`config.mk`:
```
export PLATFORM = sky130hd
export DESIGN_NAME = readout_port
export DESIGN_NICKNAME = d
export VERILOG_FILES = /design/src/rtl/readout_pkg.sv /design/src/rtl/readout_fifo.sv /design/src/rtl/readout_pacer.sv /design/src/rtl/readout_formatter.sv /design/src/rtl/readout_port.sv
export SDC_FILE = /design/constraint.sdc
export NUM_CORES = 1
export LEC_CHECK = 0
export BUFFER_PORTS_ARGS = -buffer_cell sky130_fd_sc_hd__buf_4
export CORE_ASPECT_RATIO = 1.2
export CORE_MARGIN = 8
export CORE_UTILIZATION = 43
export CTS_CLUSTER_DIAMETER = 150
export DETAILED_ROUTE_END_ITERATION = 10
export SLEW_MARGIN = 20
export SYNTH_ARGS = -nofsm -noshare
export SYNTH_HDL_FRONTEND = slang
export SYNTH_SLANG_ARGS = --single-unit
```
`constraint.sdc`:
```
create_clock -name clk -period 14.6 [get_ports clk]
set_input_delay 2.19 -clock clk [delete_from_list [all_inputs] [get_ports clk]]
set_output_delay 2.19 -clock clk [all_outputs]
set_load 0.01 [all_outputs]
```
`src/rtl/readout_pkg.sv`:
```
// readout_pkg: bit positions of the readout register and the pacing state type.
// Assumes: the 24-bit RGB888 pixel occupies the low bits of the read word.
package readout_pkg;
    localparam int PIX_W      = 24;
    localparam int WORD_W     = 32;
    localparam int VSTART_BIT = 31;
    localparam int HSTART_BIT = 30;
    localparam int EOL_BIT    = 26;
    localparam int EMPTY_BIT  = 25;
    localparam int VALID_BIT  = 24;

    typedef enum logic {
        PACE_IDLE = 1'b0,
        PACE_RUN  = 1'b1
    } pace_state_e;
endpackage

```
`src/rtl/readout_fifo.sv`:
```
// readout_fifo: small pixel FIFO that can pop one or two entries per cycle.
// Assumes: DEPTH is a power of two and at least 2; the caller never pushes when full
// and never pops more than count; flush has priority over push and pop.
module readout_fifo #(
    parameter int WIDTH = 24,
    parameter int DEPTH = 8
) (
    input  logic                       clk,
    input  logic                       rst_n,
    input  logic                       flush,
    input  logic                       push,
    input  logic [WIDTH-1:0]           push_data,
    input  logic                       pop,
    input  logic                       pop_two,
    output logic [WIDTH-1:0]           head0,
    output logic [WIDTH-1:0]           head1,
    output logic [$clog2(DEPTH+1)-1:0] count,
    output logic                       full
);
    localparam int AW = $clog2(DEPTH);
    localparam int CW = $clog2(DEPTH+1);

    logic [WIDTH-1:0] mem [DEPTH];
    logic [AW-1:0]    rd_ptr;
    logic [AW-1:0]    wr_ptr;
    logic [CW-1:0]    pop_cnt;

    // Number of entries leaving this cycle.
    always_comb begin
        pop_cnt = '0;
        if (pop) pop_cnt = pop_two ? CW'(2) : CW'(1);
    end

    // Storage write; entries need no reset.
    always_ff @(posedge clk) begin
        if (push && !flush) mem[wr_ptr] <= push_data;
    end

    // Pointer and occupancy update.
    always_ff @(posedge clk) begin
        if (!rst_n || flush) begin
            rd_ptr <= '0;
            wr_ptr <= '0;
            count  <= '0;
        end else begin
            if (push) wr_ptr <= wr_ptr + AW'(1);
            if (pop)  rd_ptr <= rd_ptr + AW'(pop_cnt);
            count <= count + CW'(push) - pop_cnt;
        end
    end

    // Two oldest entries and the full flag.
    always_comb begin
        head0 = mem[rd_ptr];
        head1 = mem[rd_ptr + AW'(1)];
        full  = (count == CW'(DEPTH));
    end
endmodule

```
`src/rtl/readout_pacer.sv`:
```
// readout_pacer: frame and line pacing driven by reader writes.
// Tracks the read-side line position, the end-of-line hold, one-shot stop and the
// per-frame intake limit. Assumes: cfg_width is nonzero (and even in packed mode),
// cfg_height is nonzero, and configuration is static while a frame runs.
module readout_pacer
    import readout_pkg::*;
#(
    parameter int XW = 12,
    parameter int YW = 12,
    parameter int CW = 4
) (
    input  logic          clk,
    input  logic          rst_n,
    input  logic          enable,
    input  logic          oneshot,
    input  logic          packed_mode,
    input  logic [XW-1:0] cfg_width,
    input  logic [YW-1:0] cfg_height,
    input  logic          vstart,
    input  logic          hstart,
    input  logic [CW-1:0] fifo_count,
    input  logic          fifo_full,
    input  logic          push,
    input  logic          pop,
    output logic          running,
    output logic          eol,
    output logic          can_deliver,
    output logic          in_ready
);
    localparam int TW = XW + YW;

    pace_state_e   state;
    logic [XW-1:0] rd_x;
    logic [YW-1:0] rd_y;
    logic [TW-1:0] in_cnt;
    logic [TW-1:0] total;
    logic [XW:0]   step;
    logic [CW-1:0] need;
    logic          line_done;
    logic          frame_done;

    // Step size, line and frame end detection for the next delivering read.
    always_comb begin
        step        = packed_mode ? (XW+1)'(2) : (XW+1)'(1);
        need        = packed_mode ? CW'(2) : CW'(1);
        line_done   = (({1'b0, rd_x} + step) == {1'b0, cfg_width});
        frame_done  = line_done && (rd_y == cfg_height - YW'(1));
        total       = TW'(cfg_width) * TW'(cfg_height);
        running     = (state == PACE_RUN);
        can_deliver = running && !eol && (fifo_count >= need);
        in_ready    = enable && running && (in_cnt < total) && !fifo_full && !vstart;
    end

    // Read-side position, end-of-line hold and run state.
    always_ff @(posedge clk) begin
        if (!rst_n) begin
            state <= PACE_IDLE;
            eol   <= 1'b0;
            rd_x  <= '0;
            rd_y  <= '0;
        end else if (vstart) begin
            state <= PACE_RUN;
            eol   <= 1'b0;
            rd_x  <= '0;
            rd_y  <= '0;
        end else if (pop) begin
            if (line_done) begin
                rd_x <= '0;
                if (frame_done) begin
                    rd_y <= '0;
                    if (oneshot) begin
                        state <= PACE_IDLE;
                        eol   <= 1'b0;
                    end else begin
                        eol <= 1'b1;
                    end
                end else begin
                    rd_y <= rd_y + YW'(1);
                    eol  <= 1'b1;
                end
            end else begin
                rd_x <= rd_x + step[XW-1:0];
            end
        end else if (hstart && running && eol) begin
            eol <= 1'b0;
        end
    end

    // Pixels taken from the compositor in the current frame.
    always_ff @(posedge clk) begin
        if (!rst_n || vstart) begin
            in_cnt <= '0;
        end else if (pop && frame_done) begin
            in_cnt <= '0;
        end else if (push) begin
            in_cnt <= in_cnt + TW'(1);
        end
    end
endmodule

```
`src/rtl/readout_formatter.sv`:
```
// readout_formatter: builds the read word from the FIFO head and pacing flags.
// Assumes: head1 is meaningful only when the FIFO holds two entries and deliver is set.
module readout_formatter
    import readout_pkg::*;
(
    input  logic              packed_mode,
    input  logic              deliver,
    input  logic              eol,
    input  logic              empty,
    input  logic [PIX_W-1:0]  head0,
    input  logic [PIX_W-1:0]  head1,
    output logic [WORD_W-1:0] word
);
    logic [15:0] lo565;
    logic [15:0] hi565;
    logic        h1_unused_bits;

    // RGB888 to RGB565 reduction of the two oldest pixels.
    always_comb begin
        lo565 = {head0[23:19], head0[15:10], head0[7:3]};
        hi565 = {head1[23:19], head1[15:10], head1[7:3]};
        h1_unused_bits = ^{head1[18:16], head1[9:8], head1[2:0]};
    end

    // Word layout selection.
    always_comb begin
        word = '0;
        if (packed_mode) begin
            if (deliver) word = {hi565, lo565};
        end else begin
            if (deliver) word[PIX_W-1:0] = head0;
            word[VALID_BIT] = deliver;
            word[EMPTY_BIT] = empty;
            word[EOL_BIT]   = eol;
        end
    end
endmodule

```
`src/rtl/readout_port.sv`:
```
// readout_port: register readout path for composed pixels.
// Pixels enter a FIFO from the compositor. The reader polls one register for words
// and writes the same register to start frames (bit 31) and lines (bit 30).
// Assumes: reads and writes are not made in the same cycle; control is static per frame.
module readout_port
    import readout_pkg::*;
#(
    parameter int XW    = 12,
    parameter int YW    = 12,
    parameter int DEPTH = 8
) (
    input  logic              clk,
    input  logic              rst_n,
    input  logic              ctl_reg_out,
    input  logic              ctl_packed,
    input  logic              ctl_oneshot,
    input  logic [XW-1:0]     cfg_width,
    input  logic [YW-1:0]     cfg_height,
    input  logic              pix_valid,
    input  logic [PIX_W-1:0]  pix_data,
    output logic              pix_ready,
    input  logic              rd_en,
    output logic [WORD_W-1:0] rd_data,
    input  logic              wr_en,
    input  logic [WORD_W-1:0] wr_data
);
    localparam int CW = $clog2(DEPTH+1);

    logic              vstart;
    logic              hstart;
    logic              push;
    logic              pop;
    logic              running;
    logic              eol_flag;
    logic              can_deliver;
    logic              fifo_full;
    logic [CW-1:0]     fifo_count;
    logic [PIX_W-1:0]  head0;
    logic [PIX_W-1:0]  head1;
    logic [WORD_W-1:0] word;
    logic              wr_unused_bits;

    // Decode of reader writes and reads, and the compositor handshake.
    always_comb begin
        vstart         = ctl_reg_out && wr_en && wr_data[VSTART_BIT];
        hstart         = ctl_reg_out && wr_en && wr_data[HSTART_BIT];
        pop            = ctl_reg_out && rd_en && can_deliver;
        push           = pix_valid && pix_ready;
        wr_unused_bits = ^wr_data[HSTART_BIT-1:0];
    end

    readout_fifo #(.WIDTH(PIX_W), .DEPTH(DEPTH)) fifo_i (
        .clk       (clk),
        .rst_n     (rst_n),
        .flush     (vstart),
        .push      (push),
        .push_data (pix_data),
        .pop       (pop),
        .pop_two   (ctl_packed),
        .head0     (head0),
        .head1     (head1),
        .count     (fifo_count),
        .full      (fifo_full)
    );

    readout_pacer #(.XW(XW), .YW(YW), .CW(CW)) pacer_i (
        .clk         (clk),
        .rst_n       (rst_n),
        .enable      (ctl_reg_out),
        .oneshot     (ctl_oneshot),
        .packed_mode (ctl_packed),
        .cfg_width   (cfg_width),
        .cfg_height  (cfg_height),
        .vstart      (vstart),
        .hstart      (hstart),
        .fifo_count  (fifo_count),
        .fifo_full   (fifo_full),
        .push        (push),
        .pop         (pop),
        .running     (running),
        .eol         (eol_flag),
        .can_deliver (can_deliver),
        .in_ready    (pix_ready)
    );

    readout_formatter fmt_i (
        .packed_mode (ctl_packed),
        .deliver     (pop),
        .eol         (eol_flag),
        .empty       (fifo_count == '0),
        .head0       (head0),
        .head1       (head1),
        .word        (word)
    );

    // Read word register, loaded on each read strobe.
    always_ff @(posedge clk) begin
        if (!rst_n) begin
            rd_data <= '0;
        end else if (rd_en) begin
            rd_data <= ctl_reg_out ? word : '0;
        end
    end
endmodule

```
Yosys cells after proc, flatten, opt, wreduce, memory -nomap -nowiden

Memories as Yosys holds them, arrays and structs flattened. A register that Yosys moved wholly into a read port is not among the register bits.
Index checks and enable logic that the tools add are counted.

Register bits: 92
RAM bits: 192
Output and inout bits: 33
Logic and storage cells: 85
Memories kept: 1

Memory list:

| memory     | words | bits a word | read ports | clocked after Yosys merged registers in | wr ports | RTL line           | source |
|---|---|---|---|---|---|---|---|
| fifo_i.mem | 8     | 24          | 2          | 1                                       | 1        | readout_fifo.sv:23 | `logic [WIDTH-1:0] mem [DEPTH];` |

Add/subtract/negate cells: 10
Multiply operators: 1
$lt $le $gt $ge: 2
Eq/ne operators: 4
Muxes and demuxes: 24
Bitwise operators: 1
Reductions and logical operators: 33

Operators by type and width:

| kind                                               | count |
|---|---|
| two-way mux 32 bit                                 | 2 |
| two-way mux 27 bit                                 | 1 |
| adder 24 x 1 -> 24 bit, second input constant      | 1 |
| < comparator 24 bit                                | 1 |
| multiplier 12 x 12 -> 24 bit                       | 1 |
| two-way mux 12 bit                                 | 2 |
| two-way mux 24 bit                                 | 1 |
| logical AND 1 bit                                  | 17 |
| adder 12 x 13 -> 13 bit                            | 1 |
| equality test 13 x 12 -> 1 bit                     | 1 |
| adder 12 x 1 -> 12 bit, second input constant      | 1 |
| adder 12 bit                                       | 1 |
| equality test 12 bit                               | 1 |
| two-way mux 1 bit                                  | 12 |
| subtractor 12 x 1 -> 12 bit, second input constant | 1 |
| nonzero test 2 bit                                 | 5 |
| adder 3 x 1 -> 3 bit, second input constant        | 2 |
| two-way mux 3 bit                                  | 2 |
| two-way mux 5 bit                                  | 1 |
| adder 4 x 1 -> 4 bit                               | 1 |
| equality test 4 bit, second input constant         | 1 |
| greater-or-equal comparator 4 bit                  | 1 |
| zero test 1 bit                                    | 4 |
| zero test 4 bit                                    | 1 |
| 10 further kinds                                   | 13 |

Logic depth before layout (Yosys ltp)

Gate-level depths: netlist of run 1.

Word-level depth: 9
Depth in mapped cells: 35
Depth with buffers taken out: 32

Modules after synthesis

A second synthesis of run 1 with hierarchy kept.

Cells, all modules: 1639
Area total of the unflattened synthesis: 19523.7 um2

By module, submodules not included:

| module            | instances | cells an instance | area an instance (um2) | sequential area each (um2) |
|---|---|---|---|---|
| readout_fifo      | 1         | 436               | 9425.3                 | 6025.8 |
| readout_pacer     | 1         | 988               | 8206.6                 | 1001.0 |
| readout_port      | 1         | 147               | 1363.8                 | 640.6 |
| readout_formatter | 1         | 68                | 528.0                  | 0.0 |

Worst setup path after synthesis of run 1

Ideal clock, no wire load.

Path type: input -> register
From: input port cfg_height[3]
To: memory fifo_i.mem[2][0], enable pin
Arrival: 11.250 ns
Setup slack: 2.875 ns
Stages on the path: 27
Path buffers: 3
Path through: clkbuf_1 -> clkbuf_1 -> nand2_1 -> fa_1 -> fa_1 -> inv_1 -> fa_1 -> fa_1 -> inv_1 -> fa_1 -> inv_1 -> ha_1 -> a21oi_1 -> nand3b_1 -> o2111ai_1 -> a21oi_1 -> a31o_2 -> a2111oi_0 -> a211oi_1 -> ha_1 -> and3_1 -> o2111ai_1 -> a21oi_1 -> a221oi_1 -> o211ai_1 -> clkbuf_1 -> nor4b_1

Word-level cells in the longest chain between the ends: 9

Ends and longest elaborated chain:

| item                                    | RTL line            | source |
|---|---|---|
| start: declaration                      | readout_port.sv:18  | `input logic [YW-1:0] cfg_height,` |
| multiplier 12 x 12 -> 24 bit            | readout_pacer.sv:48 | `total = TW'(cfg_width) * TW'(cfg_height);` |
| < comparator 24 bit                     | readout_pacer.sv:51 | `in_ready = enable && running && (in_cnt < total) && !fifo_full && !vstart;` |
| logical AND 1 bit (3 in a row)          | readout_pacer.sv:51 |  |
| logical AND 1 bit                       | readout_port.sv:48  | `push = pix_valid && pix_ready;` |
| logical AND 1 bit                       | readout_fifo.sv:36  | `if (push && !flush) mem[wr_ptr] <= push_data;` |
| two-way mux 1 bit                       | readout_fifo.sv:36  |  |
| two-way mux 1 bit (not written as such) | readout_fifo.sv:36  |  |
| end: declaration                        | readout_fifo.sv:23  |  |

No other way between the ends.

Worst setup path in the final report of run 1

From: input port cfg_height[3]
To: output port pix_ready

Word-level cells in the longest chain between the ends: 5

Ends and longest elaborated chain:

| item                           | RTL line            | source |
|---|---|---|
| multiplier 12 x 12 -> 24 bit   | readout_pacer.sv:48 |  |
| < comparator 24 bit            | readout_pacer.sv:51 |  |
| logical AND 1 bit (3 in a row) | readout_pacer.sv:51 |  |
| end: declaration               | readout_port.sv:21  | `output logic pix_ready,` |

No other way between the ends.

==> qor.csv, run 1 <==
stage,metric,value,unit
status,status,"complete, no violations",
global_routing,grt_pass1_wl,72.8,mm
synthesis,syn_area,18600,sq um
timing,fin_worst_skew,0.0126,ns
die,die_w,206,um
critical_path,cp_top_family,adder cells,
global_routing,overflow,0,
timing,relSlewSlack,31.3,%
route,dr.pass1.iters,5,
die,io_pins,121,
place,place_congestion,0.838,
global_routing,track_usage,18.1,%
worst_hold_path,hold_path_class,reg2reg,
route,drc_errors,0,
route,wl,45.4,mm
cells_and_area,ff_latch_area,7670,sq um
place,io_buffers,90,
critical_path,r2r_cells,13,
cells_and_area,fin_nets,1976,
die,die_area,50300,sq um
critical_path,critPathSlowestCell,a2111oi_0,
power,finalPower,2.66,mW
run,maxCapViolations,0,
critical_path,crit_end,pix_ready,
route,wl_met2,23.6,mm
synthesis,syn_nets,1923,
cells_and_area,postLayoutCoreUtil,48.7,%
route,dr.max_layer_used,met4,
place,dp.final_hpwl,31.6,mm
synthesis,ys_warn_count,0,
critical_path,path_depth,26,
critical_path,crit_required,12.41,ns
power,intPower,1.76,mW
power,leakage,7.96,nW
critical_path,crit_buf_inv,6,
cts,postCtsSetupBuffers,0,
critical_path,startpoint,cfg_height[3],
power,p_switching,0.904,mW
die,core,42800,sq um
timing,setup_tns,0,ns
power,vdd_drop_max,0.119,mV
cells_and_area,drive_gt1_share,16.0,%
place,post-place-ws,3.13,ns
power,cellPowerDensity,128,nW/um^2
timing,fmax,0.0871,GHz
cts,cts-buffers-inserted,28,
timing,min_period_over_period,78.6,%
cells_and_area,area_delta_synth_final,11.8,%
critical_path,cp-start-kind,input port,
die,initial_core_util,43.6,%
route,wl_met3,1.98,mm
worst_hold_path,min_from,pacer_i.rd_x[0],
power,power_frac_clock,27.9,%
global_routing,grt_max_degree,49,
cts,cts_max_level,1,
cts,cts_num_sinks,287,
cts,clk_pin_slew,0.07,ns
cts,cts_buffer_depth,3,
synthesis,ys_ff_latch,287,
critical_path,critical_path_class,in2out,
synthesis,synth_flop_cell,edfxtp_1,
timing,finalWorstSetupSlack,3.12,ns
timing,rsz0062_at_grt,no,
synthesis,synth.distinct_cells,78,
critical_path,crit_path_frequent_cell,fa_1,
cts,cts-resized-gates,0,
synthesis,syn_area_per_cell,11.4,sq um
power,sw_frac_of_total,33.9,%
global_routing,grt_pass1_vias,13300,
global_routing,antenna_found_initial,1,
cells_and_area,fill_cells,3829,
cts,cts-root-buf,clkbuf_16,
die,die_h,244,um
critical_path,arrival,9.29,ns
critical_path,slowest_delay,0.75,ns
synthesis,async_reset_ff_share,0,%
route,wl_met1,18.5,mm
die,rows,83,
route,drt-vias-per-instance,5.59,
synthesis,synth_edf_count,192,
cts,insertion_delay,0.55,ns
route,via_count,12600,
cells_and_area,multiInputGateArea,10100,sq um
route,ant_nets,0,
cts,cts_tree,built,
power,pwr-share-comb,39.5,%
critical_path,cp-end-kind,output port,
critical_path,reg2reg_to,fifo_i.count[3],
power,pwr-share-seq,32.6,%
synthesis,synthCells,1629,
timing,min_period,11.48,ns
worst_hold_path,hold_depth,2,
timing,hold_violations,0,
timing,drv_slew,0,
cts,cts_hold_repair.buffers,0,
synthesis,ys_seq_area_share,41.1,%
timing,worst_pin_slew,1.02,ns
route,drt_iter0_drc,636,
critical_path,path_max_fanout,17,
critical_path,rr_startpoint,fifo_i.count[0],
critical_path,r2r_slack,10.88,ns
timing,setup_violations,0,
route,wl_per_cell,20.1,um
==> cells in the mapped netlist (34+ instances only) <==
library cell,instances,area (sq um)
nand2_1,195,732
edfxtp_1,192,5770
inv_1,159,597
fa_1,103,2060
ha_1,103,1290
dfxtp_1,95,1900
mux4_2,80,1800
and2_1,76,475
clkbuf_1,68,255
nor2_1,60,225
a21oi_1,55,275
xnor2_1,47,412
o21ai_0,34,170
==> worst reg2reg max path, delay by kind of cell, from the launching register on <==
kind,cells,cell delay [ns]
flops,1,0.37
fa+ha+maj,3,1.08
buf+inv,2,0.42
compound gates,3,0.79
xor+xnor,1,0.13
simple gates,4,0.81
==> per-stage QoR <==
step / cells / hold WS, ns / cell area (sq um)
floorplan: 1629 / 0.440 / 18600
global placement: 2204 / 0.447 / 19900
detailed placement: 2204 / 0.460 / 19900
CTS: 2256 / 0.469 / 20800
global route: 2257 / 0.496 / 20800
finish: 2258 / 0.468 / 20800
==> power by group through the flow <==
stage | clock [mW] | combinational [mW] | sequential, mW
3_5_place_dp | 0 | 1.05 | 0.887
4_1_cts | 0.758 | 1.07 | 0.869
3_3_place_gp | 0 | 1.04 | 0.887
5_1_grt | 0.788 | 1.22 | 0.869
6_report | 0.743 | 1.05 | 0.869
2_1_floorplan | 0 | 0.817 | 0.887
==> state kept, by name, indices dropped and copies added (netlist names), 3 cells and up, named ones only <==
name            cells
fifo_i.rd_ptr       3
rd_data            32
fifo_i.mem        192
pacer_i.rd_x       12
fifo_i.wr_ptr       3
pacer_i.in_cnt     24
fifo_i.count        4
pacer_i.rd_y       12
==> kinds of logic (layout without fill, tap and decap cells) <==
logic type | after synthesis | after routing | synth area share (%)
AO/OA/AOI/OAI | 214 | 214 | 7.90
AND/OR/NAND/NOR | 490 | 490 | 13.1
adder cells (fa/ha/maj) | 206 | 206 | 18.0
flip-flops | 287 | 287 | 41.1
multiplexers | 109 | 109 | 11.3
other | 0 | 2 | 0
buffers and inverters | 249 | 324 | 5.17
XOR/XNOR | 74 | 74 | 3.48
==> cells in the final DEF (no fill, tap or decap), drive strengths merged, types with 47 or more instances in the layout <==
cell type  count
inv          159
and2          76
a21oi         56
buf          112
nor2          60
edfxtp       192
dfxtp         95
mux4          80
fa           103
ha           103
xnor2         47
nand2        195
==> layer usage <==
layer / vias up / track usage [%]
li1: 5891 / -
met3: 73 / 2.33
met1: 6397 / 21.7
met4: 0 / 5.64
met2: 264 / 33.1
met5: - / 0
==> cell type report <==
cell class / count / share of cell area (%)
well taps: 552 / 3.32
multi-input cells: 1093 / 48.3
repair buffers: 112 / 4.04
inverters: 160 / 2.88
clock inverters: 13 / 0.721
clock buffers: 39 / 3.86
flip-flops and latches: 287 / 36.8
diodes: 2 / 0.0240
==> worst min-delay path by stage <==
stage                      endpoint  slack [ns]
detailed placement  pacer_i.rd_x[0]        0.46
finish              pacer_i.rd_x[0]        0.47
floorplan           pacer_i.rd_x[0]        0.44
global route             rd_data[4]        0.50
CTS                 pacer_i.rd_x[0]        0.47
global placement    pacer_i.rd_x[0]        0.45
(Power assumes the default switching activity.)
==> inputs of run 2 (changes only) <==
==> constraint.sdc (replaced) <==
create_clock -name clk -period 10.5 [get_ports clk]
set_input_delay 1.575 -clock clk [delete_from_list [all_inputs] [get_ports clk]]
set_output_delay 1.575 -clock clk [all_outputs]
set_load 0.01 [all_outputs]
==> run 2 against run 1 <==
Net effect: combinational power is 41% higher; flip-flop and latch count is the same; total power grew 38%; clock skew increased by 0.015 ns; critical path type unchanged.
==> qor.csv, run 2 (synthesis results as in run 1) <==
stage,metric,value,unit
timing,min_period,9.91,ns
critical_path,r2r_slack,6.82,ns
critical_path,cp-start-kind,input port,
cells_and_area,final_cells,2258,
worst_hold_path,min_from,pacer_i.rd_x[0],
timing,fin_worst_skew,0.0274,ns
die,core,42800,sq um
cells_and_area,fill_cells,3882,
cts,cts_hold_repair.buffers,0,
cells_and_area,largest_reg_flops,192,
die,die_h,244,um
power,cellPowerDensity,177,nW/um^2
route,wl,45.4,mm
critical_path,startpoint,cfg_height[3],
cts,cts_num_sinks,287,
cells_and_area,top_register,fifo_i.mem,
critical_path,reg2reg_to,fifo_i.count[3],
timing,hold_violations,0,
die,die_area,50300,sq um
route,drt_iter0_drc,622,
cts,cts-root-buf,clkbuf_16,
cts,postCtsSetupBuffers,0,
cells_and_area,final_area,20800,sq um
critical_path,crit_end,pix_ready,
cells_and_area,drive_gt1_share,16.1,%
die,die_w,206,um
cts,insertion_delay,0.56,ns
die,rows,83,
route,via_count,12600,
critical_path,rr_startpoint,fifo_i.count[0],
die,initial_core_util,43.6,%
status,status,"complete, no violations",
place,place_congestion,0.807,
timing,drv_slew,0,
cells_and_area,fin_nets,1977,
cts,cts_max_level,1,
timing,min_period_over_period,94.4,%
die,io_pins,121,
run,maxCapViolations,0,
critical_path,path_max_fanout,17,
critical_path,r2r_cells,13,
cts,clk_pin_slew,0.07,ns
place,dp.final_hpwl,31.9,mm
global_routing,grt_pass1_wl,73.7,mm
timing,relSlewSlack,36.2,%
cells_and_area,top_regs,"fifo_i.mem (192), rd_data (32), pacer_i.in_cnt (24)",
cts,cts_tree,built,
cells_and_area,final_common_cell,nand2_1,
global_routing,track_usage,18.3,%
global_routing,antenna_found_initial,0,
route,drt-vias-per-instance,5.60,
critical_path,critical_path_class,in2out,
critical_path,cp-end-kind,output port,
place,place_area,19900,sq um
route,ant_nets,0,
place,post-place-cells,2205,
cts,cts-buffers-inserted,28,
cts,cts-resized-gates,0,
timing,rsz0062_at_grt,no,
global_routing,grt_pass1_vias,13500,
critical_path,arrival,8.34,ns
timing,fmax,0.101,GHz
route,wl_per_cell,20.1,um
global_routing,overflow,0,
cells_and_area,area_delta_synth_final,11.6,%
cts,cts_buffer_depth,3,
power,vdd_drop_max,0.138,mV
cells_and_area,final_cell_mix,"195 x nand2_1, 192 x edfxtp_1, 159 x inv_1, 113 x buf_4, 103 x fa_1",
route,drc_errors,0,
timing,worst_pin_slew,0.944,ns
critical_path,crit_required,8.93,ns
place,io_buffers,90,
worst_hold_path,hold_path_class,reg2reg,
power,finalPower,3.68,mW
power,leakage,7.94,nW
route,dr.pass1.iters,5,
global_routing,grt_max_degree,49,
timing,setup_violations,0,
==> run 2: worst min path at each step <==
stage | end | slack [ns] | cells past startpoint
CTS | pacer_i.rd_x[0] | 0.47 | 2
global placement | pacer_i.rd_x[0] | 0.45 | 2
detailed placement | pacer_i.rd_x[0] | 0.46 | 2
floorplan | pacer_i.rd_x[0] | 0.44 | 2
finish | pacer_i.rd_x[0] | 0.46 | 2
global route | pacer_i.rd_x[0] | 0.49 | 2
==> run 2: metrics by stage <==
stage	hold slack, ns	setup TNS (ns)	setup slack [ns]	utilization (%)
after CTS	0.467	0	0.536	48.6
after floorplan	0.440	-44.82	-0.595	-
after global routing	0.493	0	0.130	48.6
final	0.465	0	0.587	48.6
after global placement	0.447	0	0.539	46.5
after detailed placement	0.457	0	0.560	46.5
==> run 2: cell type report <==
type	instances	area [sq um]	share of cell area, %
Multi-Input combinational cell	1093	10100	48.4
Inverter	160	601	2.89
Clock buffer	36	772	3.71
Antenna cell	1	2.50	0.0120
Tap cell	552	691	3.32
Timing Repair Buffer	113	848	4.08
Sequential cell	287	7670	36.9
Clock inverter	16	136	0.656
==> run 2: worst max-delay path: stages <==
cell	delay, ns
buf_4	0.23
nand2_1	0.12
fa_1	0.57
fa_1	0.44
fa_1	0.49
inv_1	0.06
fa_1	0.54
inv_1	0.06
fa_1	0.54
inv_1	0.04
ha_1	0.24
nor3_1	0.17
o21ai_0	0.16
a2111oi_0	0.69
o31ai_1	0.27
a211oi_1	0.31
o21bai_1	0.12
xnor2_1	0.20
ha_1	0.27
and3_1	0.18
o2111ai_1	0.10
a21oi_1	0.09
a221oi_1	0.41
buf_4	0.20
o21ai_2	0.07
inv_1	0.06
buf_4	0.11
==> run 2: metal layers <==
layer	GRT usage [%]	up-vias	share of wire (%)
met5	0	-	0
met1	21.7	6455	40
li1	-	5875	-
met3	2.18	62	4.2
met4	4.74	0	2.0
met2	34.3	247	54
==> run 2: power by group <==
part	switching (mW)	internal (mW)	total [mW]
registers	0.00229	1.21	1.21
logic	0.845	0.633	1.48
clock network	0.422	0.568	0.991
total	1.27	2.41	3.68
